**src/rtl/bat_pkg.sv**
```systemverilog
package bat_pkg;
  typedef enum logic [1:0] {
    ST_IDLE  = 2'd0,
    ST_GRANT = 2'd1,
    ST_GAP   = 2'd2
  } bat_state_e;
endpackage

```
**src/rtl/bat_sync.sv**
```systemverilog
module bat_sync #(
  parameter logic RST_VAL = 1'b1
) (
  input  logic clk_i,
  input  logic rst_ni,
  input  logic d_i,
  output logic q_o
);
  logic s1_q, s2_q;

  always_ff @(posedge clk_i or negedge rst_ni) begin
    if (!rst_ni) begin
      s1_q <= RST_VAL;
      s2_q <= RST_VAL;
    end else begin
      s1_q <= d_i;
      s2_q <= s1_q;
    end
  end

  assign q_o = s2_q;
endmodule

```
**src/rtl/bat_idle_cnt.sv**
```systemverilog
module bat_idle_cnt #(
  parameter int unsigned CNT_W = 5,
  parameter int unsigned SAT   = 26
) (
  input  logic             clk_i,
  input  logic             rst_ni,
  input  logic             tick_i,
  input  logic             line_i,
  input  logic             clr_i,
  output logic [CNT_W-1:0] cnt_o
);
  localparam logic [CNT_W-1:0] SatVal = CNT_W'(SAT);

  always_ff @(posedge clk_i or negedge rst_ni) begin
    if (!rst_ni)                         cnt_o <= '0;
    else if (clr_i || !line_i)           cnt_o <= '0;
    else if (tick_i && cnt_o != SatVal)  cnt_o <= cnt_o + 1'b1;
  end
endmodule

```
**src/rtl/bat_ctrl.sv**
```systemverilog
module bat_ctrl
  import bat_pkg::*;
#(
  parameter int unsigned GAP_BITS = 10
) (
  input  logic clk_i,
  input  logic rst_ni,
  input  logic tick_i,
  input  logic req_i,
  input  logic eom_i,
  input  logic ready_i,
  output logic grant_o,
  output logic busy_o,
  output logic gap_start_o
);
  localparam int unsigned GapW = (GAP_BITS > 1) ? $clog2(GAP_BITS) : 1;
  localparam logic [GapW-1:0] GapLast = GapW'(GAP_BITS - 1);

  bat_state_e      state_q;
  logic [GapW-1:0] gap_q;

  assign gap_start_o = (state_q == ST_GRANT) && eom_i;

  always_ff @(posedge clk_i or negedge rst_ni) begin
    if (!rst_ni) begin
      state_q <= ST_IDLE;
      gap_q   <= '0;
    end else begin
      unique case (state_q)
        ST_IDLE:  if (req_i && ready_i) state_q <= ST_GRANT;
        ST_GRANT: if (eom_i) begin
                    state_q <= ST_GAP;
                    gap_q   <= '0;
                  end
        ST_GAP:   if (tick_i) begin
                    if (gap_q == GapLast) state_q <= ST_IDLE;
                    else                  gap_q   <= gap_q + 1'b1;
                  end
        default:  state_q <= ST_IDLE;
      endcase
    end
  end

  assign grant_o = (state_q == ST_GRANT);
  assign busy_o  = (state_q != ST_IDLE);
endmodule

```
**src/rtl/bus_access_timer.sv**
```systemverilog
module bus_access_timer #(
  parameter int unsigned PRIO_W    = 4,
  parameter int unsigned MAX_LEVEL = 8,
  parameter int unsigned BASE_BITS = 10,
  parameter int unsigned STEP_BITS = 2,
  parameter int unsigned GAP_BITS  = 10
) (
  input  logic              clk_i,
  input  logic              rst_ni,
  input  logic              bit_tick_i,
  input  logic              bus_line_i,
  input  logic [PRIO_W-1:0] prio_i,
  input  logic              req_i,
  input  logic              eom_i,
  output logic              grant_o,
  output logic              busy_o
);
  localparam int unsigned NEED_MAX = BASE_BITS + STEP_BITS * MAX_LEVEL;
  localparam int unsigned CNT_W    = $clog2(NEED_MAX + 1);

  logic             bus_s;
  logic             gap_start;
  logic [CNT_W-1:0] idle_cnt;
  logic [CNT_W-1:0] need;
  logic             ready;

  bat_sync #(.RST_VAL(1'b1)) u_sync (
    .clk_i (clk_i),
    .rst_ni(rst_ni),
    .d_i   (bus_line_i),
    .q_o   (bus_s)
  );

  bat_idle_cnt #(.CNT_W(CNT_W), .SAT(NEED_MAX)) u_cnt (
    .clk_i (clk_i),
    .rst_ni(rst_ni),
    .tick_i(bit_tick_i),
    .line_i(bus_s),
    .clr_i (gap_start),
    .cnt_o (idle_cnt)
  );

  // level clamp: 0 and above-range map to the least urgent level
  always_comb begin
    int unsigned lvl;
    lvl = int'(prio_i);
    if (lvl == 0 || lvl > MAX_LEVEL) lvl = MAX_LEVEL;
    need = CNT_W'(BASE_BITS + STEP_BITS * lvl);
  end

  assign ready = (idle_cnt >= need);

  bat_ctrl #(.GAP_BITS(GAP_BITS)) u_ctrl (
    .clk_i      (clk_i),
    .rst_ni     (rst_ni),
    .tick_i     (bit_tick_i),
    .req_i      (req_i),
    .eom_i      (eom_i),
    .ready_i    (ready),
    .grant_o    (grant_o),
    .busy_o     (busy_o),
    .gap_start_o(gap_start)
  );
endmodule

```
**config.mk**
```make
export PLATFORM = sky130hd
export DESIGN_NAME = bus_access_timer
export DESIGN_NICKNAME = d
export VERILOG_FILES = /design/src/rtl/bat_pkg.sv /design/src/rtl/bat_sync.sv /design/src/rtl/bat_idle_cnt.sv /design/src/rtl/bat_ctrl.sv /design/src/rtl/bus_access_timer.sv
export SDC_FILE = /design/constraint.sdc
export NUM_CORES = 1
export LEC_CHECK = 0
export BUFFER_PORTS_ARGS = -buffer_cell sky130_fd_sc_hd__buf_2
export CAP_MARGIN = 20
export CORE_MARGIN = 2
export CORE_UTILIZATION = 49
export DETAILED_ROUTE_END_ITERATION = 16
export GPL_ROUTABILITY_DRIVEN = 0
export PLACE_DENSITY = 0.73
export SYNTH_ARGS = -nofsm -noshare
export SYNTH_HDL_FRONTEND = slang
export SYNTH_SLANG_ARGS = --single-unit
```
**constraint.sdc**
```tcl
create_clock -name clk_i -period 1.36 [get_ports clk_i]
set_clock_uncertainty 0.1 [all_clocks]
set_input_delay 0.204 -clock clk_i [delete_from_list [all_inputs] [get_ports clk_i]]
set_output_delay 0.204 -clock clk_i [all_outputs]
set_load 0.005 [all_outputs]
```
==> results of run 1 <==
routing by layer:
layer,vias to the layer above,routed length [um]
li1,365,-
met1,376,772
met2,19,1150
met3,6,73
met4,0,46
met5,-,0
worst min path at each step:
stage	from	to	slack, ns	depth (start not counted)
6_report	eom_i	u_ctrl.state_q[1]	0.12	2
5_1_grt	eom_i	u_ctrl.state_q[1]	0.12	2
4_1_cts	eom_i	u_ctrl.state_q[1]	0.1	2
3_5_place_dp	rst_ni	u_cnt.cnt_o[1]	0.002	1
3_3_place_gp	rst_ni	u_cnt.cnt_o[3]	0.003	1
2_1_floorplan	rst_ni	u_cnt.cnt_o[0]	-0.19	0
layout make-up:
| class | count | area share, % |
|---|---|---|
| Multi-Input combinational cell | 62 | 47.3 |
| Tap cell | 16 | 1.64 |
| Sequential cell | 13 | 26.9 |
| Inverter | 7 | 2.56 |
| Clock buffer | 4 | 2.15 |
| Timing Repair Buffer | 32 | 19.4 |
synth_stat cells (all sizes together):
cell type and number:
a21o 1, nand2 9, dfrtp 11, o221ai 1, buf 1, xnor2 2
a21oi 4, nand4 5, o311a 1, a311oi 1, nor2 3, or3 1
nand3 1, o21bai 1, o21ai 2, nand2b 3, a22o 1, dfstp 2
mux2i 3, xor2 2, nor2b 4, nand4b 2, nand3b 2, ha 9
or2 1, nor3 1, inv 7, and4b 1, and3 1
state kept, by name, summed over array words and instances (netlist names):
name	cells
u_ctrl.state_q	2
u_sync.q_o	1
u_sync.s1_q	1
u_ctrl.gap_q	4
u_cnt.cnt_o	5
metrics by stage:
stage                     worst slack, ns  area [um2]  hold WS (ns)
after floorplan                    -0.198         817        -0.192
after global placement             -0.353         970       0.00341
after detailed placement           -0.426         970       0.00195
after CTS                         -0.0801        1120        0.0958
after global routing              -0.0693        1220         0.117
final                             -0.0387        1220         0.119
power groups by stage:
stage                     registers [mW]  clock network (mW)  logic (mW)
after floorplan                    0.506                   0       0.171
after global placement             0.490                   0       0.319
after detailed placement           0.492                   0       0.345
after CTS                          0.484               0.243       0.425
after global routing               0.491               0.261       0.548
final                              0.488               0.237       0.490
cells by family (layout without fill, tap and decap cells):
logic type | Yosys count | count (layout) | synth area share, %
DFF | 13 | 13 | 40.1
adders and majority gates | 9 | 9 | 13.8
and+or+nand+nor | 34 | 34 | 23.9
muxes | 3 | 3 | 3.68
buffers and inverters | 8 | 43 | 3.83
AOI/OAI and AO/OA | 12 | 12 | 10.4
xor gates and xnor gates | 4 | 4 | 4.29
worst register-to-register path, stage by stage (launching register included):
cell and delay [ns]:
dfrtp_1 0.42, ha_4 0.17, and4b_4 0.20, or3_4 0.33, a21oi_2 0.11
repair_timing:
| action | CTS | global route |
|---|---|---|
| buffers inserted | 3 | 5 |
| hold buffers | 2 | 0 |
| gates resized for setup | 19 | 11 |
| pin swaps | 5 | 8 |
| setup endpoints to repair | 4 | 10 |
| hold endpoints to repair | 14 | 0 |
==> results.sh, run 1 <==
export IMPL_utilization_pct=79.4
export IMPL_critPathMaxStageDelay_ns=0.42
export IMPL_grt_pass1_wl_mm=2.84
export IMPL_dpl_hpwl_mm=1.24
export IMPL_switching_share_pct=31.1
export IMPL_drc=0
export IMPL_initial_core_util_pct=53.0
export IMPL_use_met2_pct=38.6
export IMPL_use_met1_pct=22.1
export IMPL_ios=12
export IMPL_antenna_found_initial=0
export IMPL_hold_path_class="input pin to flop"
export IMPL_cpMaxStageDelayCell="dfrtp_1"
export IMPL_grt_pass1_vias=687
export IMPL_numPortBuffers=11
export IMPL_coreArea_mm2=0.00154
export IMPL_power_switching_mw=0.378
export IMPL_p_leak_nw=0.578
export IMPL_yosysSeqAreaShare_pct=40.1
export IMPL_grt_setup_unrepaired="true"
export IMPL_status="finished, violations left"
export IMPL_maxSlewViolCount=0
export IMPL_arrival_ns=1.51
export IMPL_seq_power_share_pct=40.2
export IMPL_routed_wl_mm=2.04
export IMPL_fp_dieW_um=44.8
export IMPL_multi_input_area_um2=579
export IMPL_startpoint_type="flop"
export IMPL_fillers=107
export IMPL_crit_path_end="u_cnt.cnt_o[1]"
export IMPL_synthesis_area_um2=817
export IMPL_r2r_end="u_cnt.cnt_o[1]"
export IMPL_crit_start="u_cnt.cnt_o[1]"
export IMPL_violations="negative setup slack"
export IMPL_clockPowerShare_pct=19.5
export IMPL_power_frac_comb_pct=40.3
export IMPL_max_slew_margin_rel_pct=80.9
export IMPL_cts_buffer_depth=2
export IMPL_critPathBufInv=0
export IMPL_dieArea_mm2=0.00201
export IMPL_synth_cell_types=30
export IMPL_r2r_cells=4
export IMPL_track_usage_pct=20.2
export IMPL_clk_pin_slew_ns=0.08
export IMPL_crit_cells=4
export IMPL_synthesis_nets=102
export IMPL_synth_area_leaders="dfrtp_1 34%, ha_1 14%, dfstp_2 6.4%"
export IMPL_clk_latency_ns=0.27
export IMPL_fmax_ghz=0.715
export IMPL_r2r_setup_slack_ns=-0.04
export IMPL_ys_ff_latch=13
export IMPL_cp_end_kind="flop"
export IMPL_cts_buffers=3
export IMPL_path_cells="ha_4 -> and4b_4 -> or3_4 -> a21oi_2"
export IMPL_powerDensity_mw_per_mm2=992
export IMPL_final_net_count=138
export IMPL_hold_violations=0
export IMPL_intPower_mw=0.836
export IMPL_antenna_left=0
export IMPL_seq_area_um2=329
export IMPL_top_usage_layer="met2"
export IMPL_crit_type="flop to flop"
export IMPL_yosys_warnings=0
export IMPL_rr_startpoint="u_cnt.cnt_o[1]"
export IMPL_antenna_cells=0
export IMPL_grt_remaining_overflow=0
export IMPL_cts_root_buf="clkbuf_4"
export IMPL_synth_top_area_cell="dfrtp_1"
export IMPL_htree_levels=1
export IMPL_peakVddDrop_mv=1.02
export IMPL_synthCells=83
export IMPL_cts_tree="done"
export IMPL_place_inst=120
export IMPL_final_cells=134
export IMPL_syn_area_per_cell_um2=9.84
export IMPL_cp_top_family="simple AND/OR/NAND/NOR gates"
export IMPL_power_total_mw=1.21
export IMPL_post_drt_wl_per_cell_um=15.2
export IMPL_worstMarginPinSlew_ns=0.286
export IMPL_maxCapViolCount=0
export IMPL_initialDrtViolationCount=12
export IMPL_rows=14
export IMPL_grt_max_degree=14
export IMPL_die_y_um=44.8
export IMPL_fin_ws_ns=-0.0387
export IMPL_tns_ns=-0.0488
export IMPL_clock_sinks=13
export IMPL_first_pass_iters=6
export IMPL_synth_top_cell_area_share_pct=33.7
export IMPL_setup_viol=4
export IMPL_vias_per_cell=5.72
export IMPL_fin_crit_sh_pct=103
export IMPL_required_ns=1.47
export IMPL_drive_above_1_share_pct=47.5
export IMPL_syn_to_final_growth_pct=49.8
export IMPL_mostFrequentLayoutCell="buf_4"
export IMPL_fin_crit_ns=1.40
export IMPL_vias=766
export IMPL_grt_use_met3_pct=3.60
export IMPL_crit_fanout=3
export IMPL_final_cell_mix="18 x buf_4, 10 x dfrtp_1, 9 x nand2_1, 9 x buf_2"
(Power assumes the default switching activity.)
==> inputs of run 2 (changes only) <==
PLACE_DENSITY = 0.8   (was 0.73)
==> results.sh, run 2 (same netlist as run 1, synthesis figures left out) <==
export IMPL_dpl_hpwl_mm=1.31
export IMPL_rr_startpoint="u_cnt.cnt_o[1]"
export IMPL_antenna_left=0
export IMPL_startpoint_type="flop"
export IMPL_antenna_found_initial=0
export IMPL_rows=14
export IMPL_path_cells="ha_2 -> and4b_4 -> or3_4 -> a21oi_2"
export IMPL_r2r_end="u_cnt.cnt_o[1]"
export IMPL_post_drt_wl_per_cell_um=15.3
export IMPL_numPortBuffers=11
export IMPL_min_to="u_ctrl.state_q[1]"
export IMPL_grt_remaining_overflow=0
export IMPL_grt_pass1_vias=696
export IMPL_fmax_ghz=0.712
export IMPL_cts_tree="done"
export IMPL_dieArea_mm2=0.00201
export IMPL_whs_path_depth=2
export IMPL_cts_root_buf="clkbuf_4"
export IMPL_drc=0
export IMPL_first_pass_iters=4
export IMPL_hold_path_class="input pin to flop"
export IMPL_place_inst=119
export IMPL_peakVddDrop_mv=0.717
export IMPL_max_slew_margin_rel_pct=79.6
export IMPL_antenna_cells=0
export IMPL_powerDensity_mw_per_mm2=1030
export IMPL_arrival_ns=1.53
export IMPL_cpMaxStageDelayCell="dfrtp_1"
export IMPL_maxSlewViolCount=0
export IMPL_fp_dieW_um=44.8
export IMPL_crit_fanout=3
export IMPL_grt_setup_unrepaired="true"
export IMPL_fin_crit_sh_pct=103
export IMPL_fillers=111
export IMPL_syn_to_final_growth_pct=41.8
export IMPL_mostFrequentLayoutCell="buf_4"
export IMPL_r2r_cells=4
export IMPL_maxCapViolCount=0
export IMPL_final_net_count=132
export IMPL_initial_core_util_pct=53.0
export IMPL_fin_crit_ns=1.40
export IMPL_routed_wl_mm=1.96
export IMPL_die_y_um=44.8
export IMPL_r2r_setup_slack_ns=-0.04
export IMPL_hold_start="eom_i"
export IMPL_ios=12
export IMPL_grt_max_degree=14
export IMPL_coreArea_mm2=0.00154
export IMPL_hold_worst_slack_ns=0.108
export IMPL_htree_levels=1
export IMPL_clock_sinks=13
export IMPL_critPathMaxStageDelay_ns=0.41
export IMPL_cts_buffer_depth=2
export IMPL_multi_input_area_um2=563
export IMPL_worstMarginPinSlew_ns=0.306
export IMPL_initialDrtViolationCount=4
export IMPL_vias=726
export IMPL_hold_violations=0
export IMPL_grt_pass1_wl_mm=3.03
export IMPL_vias_per_cell=5.67
export IMPL_largestRegisters="u_cnt.cnt_o (5), u_ctrl.gap_q (4), u_ctrl.state_q (2)"
export IMPL_track_usage_pct=22.1
export IMPL_crit_type="flop to flop"
export IMPL_largest_reg_flops=5
export IMPL_violations="negative setup slack"
export IMPL_fin_ws_ns=-0.0447
export IMPL_cts_buffers=3
export IMPL_final_cell_mix="11 x buf_4, 10 x buf_2, 10 x dfrtp_1"
export IMPL_clk_pin_slew_ns=0.09
export IMPL_required_ns=1.48
export IMPL_final_cells=128
export IMPL_status="finished, violations left"
export IMPL_seq_area_um2=329
export IMPL_setup_viol=3
export IMPL_cp_end_kind="flop"
export IMPL_clk_latency_ns=0.29
export IMPL_largest_register="u_cnt.cnt_o"
export IMPL_p_leak_nw=0.548
export IMPL_drive_above_1_share_pct=46.4
[run 2: metal layers]
metal	routed length (um)	GRT usage, %	share of wire [%]
met5	0	0	0
met4	54	12.4	2.8
met3	68	4.00	3.5
met2	1050	41.2	53
met1	791	23.1	40
[run 2: timing repair]
action | 4_1_cts | 5_1_grt
hold buffers | 2 | 0
setup buffers | 3 | 1
endpoints found under the setup margin | 5 | 10
pin swaps | 4 | 7
gates cloned | 0 | 0
gates resized for setup | 17 | 12
endpoints found under the hold margin | 14 | 0
[run 2: final cells by class]
class,instances,area share (%)
Inverter,7,2.48
Sequential cell,13,28.4
Clock buffer,3,1.94
Timing Repair Buffer,26,16.4
Tap cell,16,1.73
Clock inverter,1,0.432
Multi-Input combinational cell,62,48.6
[run 2: worst max-delay path: cells and delay by family, from the launching register on]
| kind | cells | cell delay, ns |
|---|---|---|
| adder cells (fa/ha/maj) | 1 | 0.19 |
| AND/OR/NAND/NOR | 2 | 0.52 |
| AO/OA/AOI/OAI | 1 | 0.11 |
| flip-flops | 1 | 0.41 |
[run 2: worst max path at each step]
stage,to,startpoint,slack [ns]
final,u_cnt.cnt_o[1],u_cnt.cnt_o[1],-0.04
after detailed placement,u_ctrl.state_q[0],prio_i[3],-0.51
after floorplan,u_ctrl.state_q[0],prio_i[3],-0.20
after CTS,u_ctrl.state_q[0],prio_i[3],-0.09
after global placement,u_ctrl.state_q[0],prio_i[3],-0.35
after global routing,u_cnt.cnt_o[1],u_cnt.cnt_o[1],-0.08
[run 2: per-stage QoR]
step	worst slack (ns)	cell area (um2)	TNS (ns)	power (mW)	util (%)
6_report	-0.0447	1160	-0.0587	1.20	75.2
5_1_grt	-0.0793	1160	-0.381	1.27	75.2
4_1_cts	-0.0921	1110	-0.297	1.14	72.1
3_5_place_dp	-0.509	962	-0.578	0.834	62.4
3_3_place_gp	-0.350	962	-0.373	0.809	62.4
2_1_floorplan	-0.198	817	-0.247	0.677	-
[run 2: power breakdown]
group	internal [mW]	total [mW]	switching, mW	leakage (nW)
logic	0.248	0.456	0.208	0.363
registers	0.448	0.492	0.0433	0.167
clock network	0.109	0.249	0.140	0.0177
==> inputs of run 3 (changes only) <==
--- a/config.mk
+++ b/config.mk
@@ -13,5 +13,6 @@
 export GPL_ROUTABILITY_DRIVEN = 0
-export PLACE_DENSITY = 0.8
+export PLACE_DENSITY = 0.79
 export SYNTH_ARGS = -nofsm -noshare
 export SYNTH_HDL_FRONTEND = slang
+export SYNTH_HIERARCHICAL = 1
 export SYNTH_SLANG_ARGS = --single-unit
--- a/constraint.sdc
+++ b/constraint.sdc
@@ -4,2 +4,2 @@
 set_output_delay 0.204 -clock clk_i [all_outputs]
-set_load 0.005 [all_outputs]
+set_load 0.05 [all_outputs]
==> results.sh, run 3 <==
export IMPL_utilization_pct=78.4
export IMPL_fillers=98
export IMPL_mostFrequentLayoutCell="buf_4"
export IMPL_crit_type="input pin to flop"
export IMPL_synth_cell_types=37
export IMPL_synth_area_leaders="dfrtp_1 32%, ha_1 13%, dfstp_2 6.0%"
export IMPL_initialDrtViolationCount=28
export IMPL_peakVddDrop_mv=0.920
export IMPL_dpl_worst_slack_ns=-0.643
export IMPL_first_pass_iters=4
export IMPL_synthesis_area_um2=870
export IMPL_synthesis_nets=109
export IMPL_grt_pass1_vias=790
export IMPL_seq_area_um2=330
export IMPL_hold_path_class="input pin to flop"
export IMPL_grt_pass1_wl_mm=3.29
export IMPL_path_cells="buf_8 -> nand2b_4 -> inv_2 -> ha_4 -> inv_2 -> ha_4 -> nor2b_4 -> a311oi_1 -> o21ai_1 -> nand2_1 -> mux2_4 -> nor2_4"
export IMPL_status="finished, violations left"
export IMPL_fin_crit_ns=1.68
export IMPL_clock_sinks=13
export IMPL_syn_area_per_cell_um2=9.66
export IMPL_maxSlewViolCount=0
export IMPL_vias=845
export IMPL_yosys_warnings=6
export IMPL_dieArea_mm2=0.00213
export IMPL_synth_flop_cell="dfrtp_1"
export IMPL_cp_end_kind="flop"
export IMPL_synth_commonest_cells="11 x dfrtp_1, 9 x ha_1, 9 x nand2_1"
export IMPL_startpoint_type="input pin"
export IMPL_fin_area_mm2=0.00132
export IMPL_largest_reg_flops=5
export IMPL_antenna_left=0
export IMPL_max_slew_margin_rel_pct=78.7
export IMPL_tns_ns=-0.890
export IMPL_largestRegisters="u_cnt/cnt_o (5), u_ctrl/gap_q (4), u_ctrl/state_q (2)"
export IMPL_rows=15
export IMPL_synth_most_common_cell="dfrtp_1"
export IMPL_place_inst=134
export IMPL_hold_violations=0
export IMPL_place_area_mm2=0.00108
export IMPL_p_leak_nw=0.625
export IMPL_final_cell_mix="18 x buf_4, 9 x nand2_1, 9 x dfrtp_1"
export IMPL_cts_buffers=3
export IMPL_powerDensity_mw_per_mm2=1020
export IMPL_fin_crit_sh_pct=124
export IMPL_required_ns=1.43
export IMPL_crit_fanout=3
export IMPL_critPathMaxStageDelay_ns=0.28
export IMPL_antenna_cells=0
export IMPL_synthCells=90
export IMPL_fin_ws_ns=-0.322
export IMPL_synth_top_area_cell="dfrtp_1"
export IMPL_routed_wl_mm=2.49
export IMPL_coreArea_mm2=0.00169
export IMPL_grt_setup_unrepaired="true"
export IMPL_syn_to_final_growth_pct=52.2
export IMPL_grt_remaining_overflow=0
export IMPL_antenna_found_initial=0
export IMPL_htree_levels=1
export IMPL_synth_top_cell_area_share_pct=31.7
export IMPL_fmax_ghz=0.595
export IMPL_largest_register="u_cnt/cnt_o"
export IMPL_maxCapViolCount=0
export IMPL_ios=12
export IMPL_worstMarginPinSlew_ns=0.319
export IMPL_cts_tree="done"
export IMPL_numPortBuffers=11
export IMPL_drc=0
export IMPL_vias_per_cell=5.79
export IMPL_violations="negative setup slack"
export IMPL_grt_max_degree=14
export IMPL_cts_buffer_depth=2
export IMPL_hold_worst_slack_ns=0.161
export IMPL_final_net_count=149
export IMPL_setup_viol=7
export IMPL_cpMaxStageDelayCell="a311oi_1"
export IMPL_fp_dieW_um=46.1
export IMPL_final_cells=146
export IMPL_clk_pin_slew_ns=0.08
export IMPL_die_y_um=46.1
export IMPL_cts_root_buf="clkbuf_4"
export IMPL_yosysSeqAreaShare_pct=37.7
export IMPL_arrival_ns=1.76
export IMPL_synth_edf_count=0
export IMPL_ys_async_sr_fraction_pct=100
export IMPL_power_total_mw=1.36
export IMPL_initial_core_util_pct=51.5
export IMPL_post_drt_wl_per_cell_um=17.1
export IMPL_ys_ff_latch=13
export IMPL_track_usage_pct=22.4
export IMPL_drive_above_1_share_pct=51.2
export IMPL_multi_input_area_um2=623
export IMPL_dpl_hpwl_mm=1.48
export IMPL_clk_latency_ns=0.28
## run 3: cell families after synthesis
kind of cell	Yosys count	share of synthesized area [%]
fa+ha+maj	9	12.9
buf+inv	9	4.32
simple gates	42	28.5
compound gates	10	8.92
flops	13	37.7
xor+xnor	4	4.03
mux	3	3.60
## run 3: path summary, 6_finish.rpt
kind,from,end,slack [ns],depth (start not counted)
worst max-delay path,prio_i[3],u_ctrl/state_q[0],-0.32,12
worst min-delay path,eom_i,u_ctrl/state_q[0],0.16,3
worst max register to register,u_cnt/cnt_o[2],u_ctrl/state_q[0],-0.28,7
worst min register to register,u_sync/s1_q,u_sync/q_o,0.25,0
max in group asynchronous,rst_ni,u_sync/s1_q,0.63,2
min in group asynchronous,rst_ni,u_cnt/cnt_o[0],0.24,2
## run 3: where the power goes
part | total [mW] | switching (mW) | internal [mW]
combinational | 0.614 | 0.280 | 0.334
clock | 0.248 | 0.134 | 0.114
sequential | 0.494 | 0.0444 | 0.449
total | 1.36 | 0.459 | 0.897
## run 3: layer usage
| layer | routed length, um | part of all wire, % | vias up | track usage, % |
|---|---|---|---|---|
| met4 | 45 | 1.8 | 0 | 13.7 |
| li1 | - | - | 394 | - |
| met1 | 990 | 40 | 416 | 25.9 |
| met5 | 0 | 0 | - | 0 |
| met3 | 109 | 4.4 | 6 | 2.75 |
| met2 | 1340 | 54 | 29 | 38.9 |
## run 3: worst max-delay path, delay by kind of cell
family,cells,cell delay (ns)
AOI/OAI and AO/OA,2,0.39
adders and majority gates,2,0.40
muxes,1,0.16
buffers and inverters,3,0.24
and+or+nand+nor,4,0.35
## run 3: timing repair
| action | in CTS | in global routing |
|---|---|---|
| endpoints found under the setup margin | 8 | 11 |
| buffers inserted | 2 | 5 |
| resized for setup | 19 | 18 |
| hold endpoints to repair | 14 | 0 |
| pin swaps | 11 | 11 |
| hold buffers | 2 | 0 |
## run 3: final cells by class
class | instances | share of cell area, %
Clock buffer | 4 | 1.98
Multi-Input combinational cell | 68 | 47.1
Inverter | 8 | 2.27
Sequential cell | 13 | 25.0
Timing Repair Buffer | 36 | 22.1
Tap cell | 17 | 1.61
